## config.mk

```make
export PLATFORM = sky130hd
export DESIGN_NAME = pwm_tick_tree
export DESIGN_NICKNAME = d
export VERILOG_FILES = /design/src/rtl/pwm_tick_pkg.sv /design/src/rtl/pwm_prescaler.sv /design/src/rtl/pwm_ext_edge.sv /design/src/rtl/pwm_chan_div.sv /design/src/rtl/pwm_tick_tree.sv
export SDC_FILE = /design/constraint.sdc
export NUM_CORES = 1
export LEC_CHECK = 0
export BUFFER_PORTS_ARGS = -buffer_cell sky130_fd_sc_hd__buf_2
export CAP_MARGIN = 20
export CORE_MARGIN = 1.5
export CORE_UTILIZATION = 40
export CTS_BUF_LIST = sky130_fd_sc_hd__clkbuf_8
export CTS_CLUSTER_DIAMETER = 30
export DETAILED_ROUTE_END_ITERATION = 10
export PLACE_DENSITY = 0.63
export SETUP_SLACK_MARGIN = 0.05
export SLEW_MARGIN = 40
export SYNTH_ARGS = -nofsm -noshare
export SYNTH_HDL_FRONTEND = slang
export SYNTH_SLANG_ARGS = --single-unit
```

## constraint.sdc

```tcl
create_clock -name clk -period 4.3 [get_ports clk]
set_input_delay 0.43 -clock clk [delete_from_list [all_inputs] [get_ports clk]]
set_output_delay 0.43 -clock clk [all_outputs]
set_load 0.05 [all_outputs]
```

## src/rtl/pwm_tick_pkg.sv

```systemverilog
package pwm_tick_pkg;

    localparam int CODE_W = 4;
    localparam int CNT_W  = 4;

    // Channel source modes decoded from a 4-bit code
    typedef enum logic [2:0] {
        SRC_DIV2  = 3'd0,
        SRC_DIV4  = 3'd1,
        SRC_DIV8  = 3'd2,
        SRC_DIV16 = 3'd3,
        SRC_EXT   = 3'd4
    } src_sel_e;

    // Prescaler loop phases
    typedef enum logic {
        PS_TERM  = 1'b0,
        PS_COUNT = 1'b1
    } ps_phase_e;

    localparam logic [CODE_W-1:0] CODE_EXT = 4'd4;

    function automatic src_sel_e decode_code(input logic [CODE_W-1:0] code);
        if (code < CODE_EXT)
            return src_sel_e'({1'b0, code[1:0]});
        else if (code == CODE_EXT)
            return SRC_EXT;
        else
            return SRC_DIV16;
    endfunction

    function automatic logic [CNT_W-1:0] div_mask(input src_sel_e s);
        logic [CNT_W-1:0] m;
        case (s)
            SRC_DIV2: m = 4'b0001;
            SRC_DIV4: m = 4'b0011;
            SRC_DIV8: m = 4'b0111;
            default:  m = 4'b1111;
        endcase
        return m;
    endfunction

endpackage

```

## src/rtl/pwm_prescaler.sv

```systemverilog
module pwm_prescaler
    import pwm_tick_pkg::*;
#(
    parameter int PS_W = 8
) (
    input  logic            clk,
    input  logic            rst_n,
    input  logic [PS_W-1:0] set_i,
    output logic            pulse_o,
    output logic [PS_W-1:0] cnt_o
);

    logic [PS_W-1:0] cnt_q;
    ps_phase_e       phase;

    assign phase = (cnt_q == '0) ? PS_TERM : PS_COUNT;

    // State register: the setting is sampled only at terminal count
    always_ff @(posedge clk or negedge rst_n) begin
        if (!rst_n) begin
            cnt_q <= '0;
        end else begin
            unique case (phase)
                PS_TERM:  cnt_q <= set_i;
                PS_COUNT: cnt_q <= cnt_q - PS_W'(1);
            endcase
        end
    end

    // Outputs
    always_comb begin
        unique case (phase)
            PS_TERM:  pulse_o = 1'b1;
            PS_COUNT: pulse_o = 1'b0;
        endcase
    end

    assign cnt_o = cnt_q;

endmodule

```

## src/rtl/pwm_ext_edge.sv

```systemverilog
module pwm_ext_edge #(
    parameter int SYNC_STAGES = 2
) (
    input  logic clk,
    input  logic rst_n,
    input  logic ext_i,
    output logic rise_o
);

    logic [SYNC_STAGES-1:0] sync_q;
    logic                   last_q;

    always_ff @(posedge clk or negedge rst_n) begin
        if (!rst_n) begin
            sync_q <= '0;
            last_q <= 1'b0;
        end else begin
            sync_q <= {sync_q[SYNC_STAGES-2:0], ext_i};
            last_q <= sync_q[SYNC_STAGES-1];
        end
    end

    assign rise_o = sync_q[SYNC_STAGES-1] & ~last_q;

endmodule

```

## src/rtl/pwm_chan_div.sv

```systemverilog
module pwm_chan_div
    import pwm_tick_pkg::*;
(
    input  logic              clk,
    input  logic              rst_n,
    input  logic [CODE_W-1:0] code_i,
    input  logic              pre_pulse_i,
    input  logic              ext_rise_i,
    output logic              tick_o
);

    src_sel_e         sel;
    logic [CNT_W-1:0] cnt_q;
    logic [CNT_W-1:0] mask;

    assign sel  = decode_code(code_i);
    assign mask = div_mask(sel);

    // Free-running count of prescaler pulses
    always_ff @(posedge clk or negedge rst_n) begin
        if (!rst_n)
            cnt_q <= '0;
        else if (pre_pulse_i)
            cnt_q <= cnt_q + CNT_W'(1);
    end

    // Output select per mode
    always_comb begin
        unique case (sel)
            SRC_EXT:
                tick_o = ext_rise_i;
            SRC_DIV2, SRC_DIV4, SRC_DIV8, SRC_DIV16:
                tick_o = pre_pulse_i && ((cnt_q & mask) == mask);
            default:
                tick_o = 1'b0;
        endcase
    end

endmodule

```

## src/rtl/pwm_tick_tree.sv

```systemverilog
module pwm_tick_tree
    import pwm_tick_pkg::*;
#(
    parameter int NCH         = 5,
    parameter int SPLIT       = 2,
    parameter int PS_W        = 8,
    parameter int DATA_W      = 32,
    parameter int SYNC_STAGES = 2
) (
    input  logic              clk,
    input  logic              rst_n,
    input  logic              cfg_we,
    input  logic              cfg_addr,
    input  logic [DATA_W-1:0] cfg_wdata,
    output logic [DATA_W-1:0] cfg_rdata,
    input  logic [1:0]        ext_clk,
    output logic [NCH-1:0]    tick_o
);

    localparam int NPS = 2;

    logic [DATA_W-1:0]         cfg0_q;
    logic [DATA_W-1:0]         cfg1_q;
    logic [NPS-1:0]            pre_pulse;
    logic [NPS-1:0][PS_W-1:0]  pre_cnt;
    logic [NPS-1:0]            ext_rise;

    always_ff @(posedge clk or negedge rst_n) begin
        if (!rst_n) begin
            cfg0_q <= '0;
            cfg1_q <= '0;
        end else if (cfg_we) begin
            if (cfg_addr) cfg1_q <= cfg_wdata;
            else          cfg0_q <= cfg_wdata;
        end
    end

    assign cfg_rdata = cfg_addr ? cfg1_q : cfg0_q;

    for (genvar g = 0; g < NPS; g++) begin : g_grp
        pwm_prescaler #(.PS_W(PS_W)) u_ps (
            .clk     (clk),
            .rst_n   (rst_n),
            .set_i   (cfg0_q[g*PS_W +: PS_W]),
            .pulse_o (pre_pulse[g]),
            .cnt_o   (pre_cnt[g])
        );
        pwm_ext_edge #(.SYNC_STAGES(SYNC_STAGES)) u_ext (
            .clk    (clk),
            .rst_n  (rst_n),
            .ext_i  (ext_clk[g]),
            .rise_o (ext_rise[g])
        );
    end

    for (genvar c = 0; c < NCH; c++) begin : g_ch
        localparam int GRP = (c < SPLIT) ? 0 : 1;
        pwm_chan_div u_ch (
            .clk         (clk),
            .rst_n       (rst_n),
            .code_i      (cfg1_q[c*CODE_W +: CODE_W]),
            .pre_pulse_i (pre_pulse[GRP]),
            .ext_rise_i  (ext_rise[GRP]),
            .tick_o      (tick_o[c])
        );
    end

endmodule

```

After elaboration in Yosys (flattened, before gate mapping)
Index checks and enable logic that the tools add are counted.

cells by class
  add/sub/neg operators = 7
  magnitude comparators = 5
  equality and inequality tests = 30
  multiplexer cells = 27
  bitwise gates (word level) = 10
  reductions and logical operators = 19

operators with widths
  operator                                                     number
  case mux 4 bit (3 select lines)                              5
  2-to-1 mux 32 bit                                            1
  case mux 8 bit (2 select lines)                              2
  == test 3 x 2 -> 1 bit (second input constant)               10
  2-to-1 mux 3 bit                                             10
  adder 4 x 1 -> 4 bit (second input constant)                 5
  bitwise AND 4 bit                                            5
  == test 4 x 3 -> 1 bit (second input constant)               5
  == test 4 bit                                                5
  less-than comparator 4 x 3 -> 1 bit (second input constant)  5
  OR reduction 4 bit                                           5
  logical NOT 8 bit                                            2
  subtractor 8 x 1 -> 8 bit (second input constant)            2
  == test 3 x 1 -> 1 bit (second input constant)               5
  == test 3 bit (second input constant)                        5
  logical NOT 3 bit                                            5
  case mux 1 bit (2 select lines)                              7
  logical AND 1 bit                                            5
  AND reduction 2 bit                                          2
  NOT 1 bit                                                    3
  bitwise AND 1 bit                                            2
  2-to-1 mux 1 bit                                             2

storage, ports and cells
  flip-flop bits (word level) = 106
  input bits = 38

Logic depth before layout (Yosys ltp)
  depth in word-level cells = 9
  gate-level depth with buffers = 8
  depth with buffers taken out = 6

Cells and area by module
A second synthesis with hierarchy kept.

unflattened totals
  cell total of the unflattened synthesis = 387
  area total of the unflattened synthesis = 5072.4 µm²

modules (own cells, without submodules)
  module         instances  cells an instance  area an instance (µm²)
  pwm_tick_tree  1          173                2776.4
  pwm_chan_div   5          22                 234.0
  pwm_prescaler  2          48                 474.2
  pwm_ext_edge   2          4                  88.8

Least setup slack after synthesis
OpenSTA, ideal clock, no wires.

  path kind = register -> output
  from = reg g_grp[1].u_ps.cnt_q[0]
  to = out tick_o[2]
  data arrival time = 1.976 ns
  required time = 3.870 ns
  slack = 1.894 ns
  cell stages (with the launch flop) = 9
  path buffers = 2
  path through = dfrtp_1 > inv_1 > ha_1 > or4b_1 > buf_2 > nor4_4 > nand3_1 > o31ai_1 > buf_4

on the way
  word-level cells in the longest chain between the ends = 5

RTL lines
  item                               RTL line             RTL
  start: declaration                 pwm_prescaler.sv:13  logic [PS_W-1:0] cnt_q;
  start signal: assignment           pwm_prescaler.sv:24  PS_TERM: cnt_q <= set_i;
  start signal: assignment           pwm_prescaler.sv:25  PS_COUNT: cnt_q <= cnt_q - PS_W'(1);
  logical NOT 8 bit *                pwm_prescaler.sv:16  assign phase = (cnt_q == '0) ? PS_TERM : PS_COUNT;
  2-to-1 mux 1 bit                   pwm_prescaler.sv:16
  case mux 1 bit (2 select lines) *  pwm_prescaler.sv:32  unique case (phase)
  logical AND 1 bit *                pwm_chan_div.sv:33   tick_o = pre_pulse_i && ((cnt_q & mask) == mask);
  case mux 1 bit (2 select lines) *  pwm_chan_div.sv:29   unique case (sel)
  end: declaration                   pwm_tick_tree.sv:17  output logic [NCH-1:0] tick_o

Every way passes the cells marked *; elsewhere a longest branch is shown, timed or not.

Worst setup path in the final report
  from = reg g_grp[1].u_ps.cnt_q[0]
  to = out tick_o[4]

Same word-level chain as after synthesis.

==> results.json <==
{
  "cts_tree": "yes",
  "rows": 40,
  "fin_setup_tns_ns": 0,
  "yosysUniqueCellTypes": 41,
  "first_pass_iters": 4,
  "ir_worst_vdd_mv": 0.222,
  "period_share_pct": 79.1,
  "drc": 0,
  "layout_common_cells": "dfrtp_1 (106), mux2_2 (97), buf_2 (72)",
  "routed-via-count": 3111,
  "cts_max_level": 3,
  "clkLatencyLatePin_ns": 0.36,
  "placed_cell_area_sq_mm": 0.00539,
  "cts_root_buf": "clkbuf_8",
  "p_comb_share_pct": 28.6,
  "slew_headroom_pct": 48.1,
  "syn_area_sq_mm": 0.00487,
  "total_leakage_power_uw": 0.00247,
  "die_w_um": 113,
  "r2r_end": "g_ch[4].u_ch.cnt_q[3]",
  "grt_setup_unrepaired": "false",
  "rr_startpoint": "g_grp[1].u_ps.cnt_o[0]",
  "final_common_cell": "dfrtp_1",
  "layout-drive-gt1-share_pct": 43.2,
  "ioPinCount": 75,
  "gp_congestion": 0.778,
  "synth_area_per_cell_sq_um": 12.7,
  "synth_edf_count": 0,
  "outcome": "completed",
  "slowest_delay_ns": 0.63,
  "p_seq_share_pct": 49.7,
  "place.port_buffers": 74,
  "coreArea_sq_mm": 0.0120,
  "tightest_slew_ns": 0.773,
  "drt-total-wl_um": 9360,
  "synth_nets": 428,
  "dpl.hpwl_um": 6520,
  "hold_path.class": "in2async",
  "num_antenna_cells": 0,
  "intPower_uw": 1940,
  "setup_viol": 0,
  "ys_seq_area_share_pct": 54.5,
  "fin_crit_ns": 3.40,
  "crit_path_top_delay_cell": "nor4_4",
  "ctsResizeCount": 0,
  "antenna_found_initial": 0,
  "gr-total-overflow": 0,
  "pwr-share-clk_pct": 21.7,
  "grt_max_degree": 75,
  "end_kind": "output pin",
  "ctsHoldBuffers": 0,
  "yosys.area.top_type": "dfrtp_1",
  "grt_pass1_vias": 3237,
  "grt_pass1_wl_um": 15900,
  "final.setup_skew_ns": 0.00453,
  "vias_per_cell": 5.16,
  "cts_sinks": 106,
  "seq_area_sq_mm": 0.00265,
  "synth_flop_cell": "dfrtp_1",
  "initial_core_util_pct": 40.7,
  "cp_max_fo": 16,
  "synthCells": 383,
  "report.final.slew_viol_count": 0,
  "crit_chain": "inv_1 > ha_1 > or4b_1 > nor4_4 > nand3_1 > o31ai_1 > buf_2",
  "drtIter0Drc": 96,
  "p_per_area_mw_per_mm2": 533,
  "worstSetupStartpointType": "register",
  "wire_per_inst_um": 15.5,
  "netlist.area_leader.share_pct": 54.5,
  "path_clk_slew_ns": 0.09,
  "crit_type": "reg2out",
  "regToRegSetupSlack_ns": 1.91,
  "nets": 496,
  "die-area_sq_mm": 0.0128,
  "p_sw_uw": 1040,
  "die_height_um": 113,
  "cts_made_buffers": 9,
  "multi_input_area_sq_mm": 0.00210,
  "track_usage_pct": 15.8,
  "n_fill_cell": 1078,
  "postCtsSetupRepairBufs": 0,
  "cp_data_arrival_time_ns": 2.97,
  "p_sw_share_pct": 34.9,
  "max_freq_mhz": 294,
  "rr_worst_depth": 6,
  "drtAntennaViolNets": 0,
  "required_ns": 3.87,
  "synth_seq_cells": 106,
  "area_delta_synth_final_pct": 15.1,
  "yosys_warnings": 0,
  "netlist_top_cells_area": "dfrtp_1 (54%), mux2_2 (22%), xnor2_1 (3.2%)",
  "hold_viol": 0,
  "clk_path_buf_depth": 2,
  "final_area_sq_mm": 0.00560,
  "cap_violations": 0,
  "ys_async_sr_fraction_pct": 100
}
power by group through the flow:
stage,sequential (uW),clock (uW),combinational (uW)
detailed placement,1500,0,863
CTS,1480,674,867
global placement,1480,0,837
floorplan,1440,0,697
finish,1490,647,854
global route,1530,711,942
logic make-up (layout without fill, tap and decap cells):
family                   count (synthesis)  count (layout)  share of synthesized area (%)
multiplexers                            98              98                           22.6
XOR/XNOR                                22              22                           4.42
buffers and inverters                   26              99                           2.65
adder cells (fa/ha/maj)                  7               7                           1.80
AO/OA/AOI/OAI                           31              31                           4.27
AND/OR/NAND/NOR                         93              93                           9.76
flip-flops                             106             106                           54.5
critical path: cells and delay by family (launching register included):
family,cells,cell delay (ns)
compound gates,1,0.25
fa+ha+maj,1,0.19
buf+inv,2,0.37
flops,1,0.41
simple gates,3,1.38
worst max-delay path by stage:
| stage | start | end | depth (start not counted) |
|---|---|---|---|
| after global placement | g_grp[1].u_ps.cnt_o[0] | tick_o[2] | 7 |
| after detailed placement | g_grp[1].u_ps.cnt_o[0] | tick_o[2] | 7 |
| after global routing | g_grp[1].u_ps.cnt_o[0] | tick_o[2] | 7 |
| after floorplan | g_grp[1].u_ps.cnt_o[0] | tick_o[2] | 8 |
| after CTS | g_grp[1].u_ps.cnt_o[0] | tick_o[4] | 7 |
| final | g_grp[1].u_ps.cnt_o[0] | tick_o[4] | 7 |
flip-flops by register name (all words and copies together) (netlist names):
| signal | count |
|---|---|
| g_ch.u_ch.cnt_q | 20 |
| g_grp.u_ext.sync_q | 4 |
| cfg1_q | 32 |
| g_grp.u_ps.cnt_o | 16 |
| cfg0_q | 32 |
| g_grp.u_ext.last_q | 2 |
synthesized netlist by cell type, drive strengths merged (2+ instances only):
cell type / instances
a211oi: 2
o21ai: 9
nor2b: 3
a32oi: 3
mux2: 97
nand3: 4
nand4: 5
inv: 5
a31oi: 2
xnor2: 21
a21oi: 6
o31ai: 2
nor4b: 5
and3: 3
nand3b: 3
nand2b: 5
ha: 7
nand2: 36
nor2: 20
dfrtp: 106
nor4: 2
nor3: 3
buf: 14
or4: 2
clkbuf: 7
o2111ai: 3
metrics by stage:
stage / power [uW] / std cells / setup slack [ns] / hold slack, ns / utilization (%)
after floorplan: 2130 / 383 / 1.89 / 0.134 / -
after global placement: 2320 / 585 / 1.36 / 0.332 / 44.6
after detailed placement: 2370 / 587 / 1.29 / 0.335 / 45.0
after CTS: 3020 / 603 / 0.830 / 0.0946 / 46.9
after global routing: 3180 / 603 / 0.666 / 0.112 / 46.9
final: 2990 / 603 / 0.899 / 0.0670 / 46.9
routing by layer:
metal  track usage [%]  part of all wire [%]  vias to the layer above  wire (um)
met4              6.92                   1.9                        0        177
met1              21.6                    48                     1546       4480
met5                 0                     0                        -          0
met2              24.1                    45                       66       4220
met3              3.70                   5.1                       12        481
li1                  -                     -                     1487          -
cell type report:
| type | instances | share of cell area (%) |
|---|---|---|
| sequential | 106 | 47.3 |
| multi-input combinational | 251 | 37.4 |
| tap | 147 | 3.28 |
| clock inverter | 3 | 0.670 |
| timing repair buffer | 78 | 7.79 |
| clock buffer | 13 | 3.19 |
| inverter | 5 | 0.335 |
Note: power is estimated with default switching activity, not from simulation.
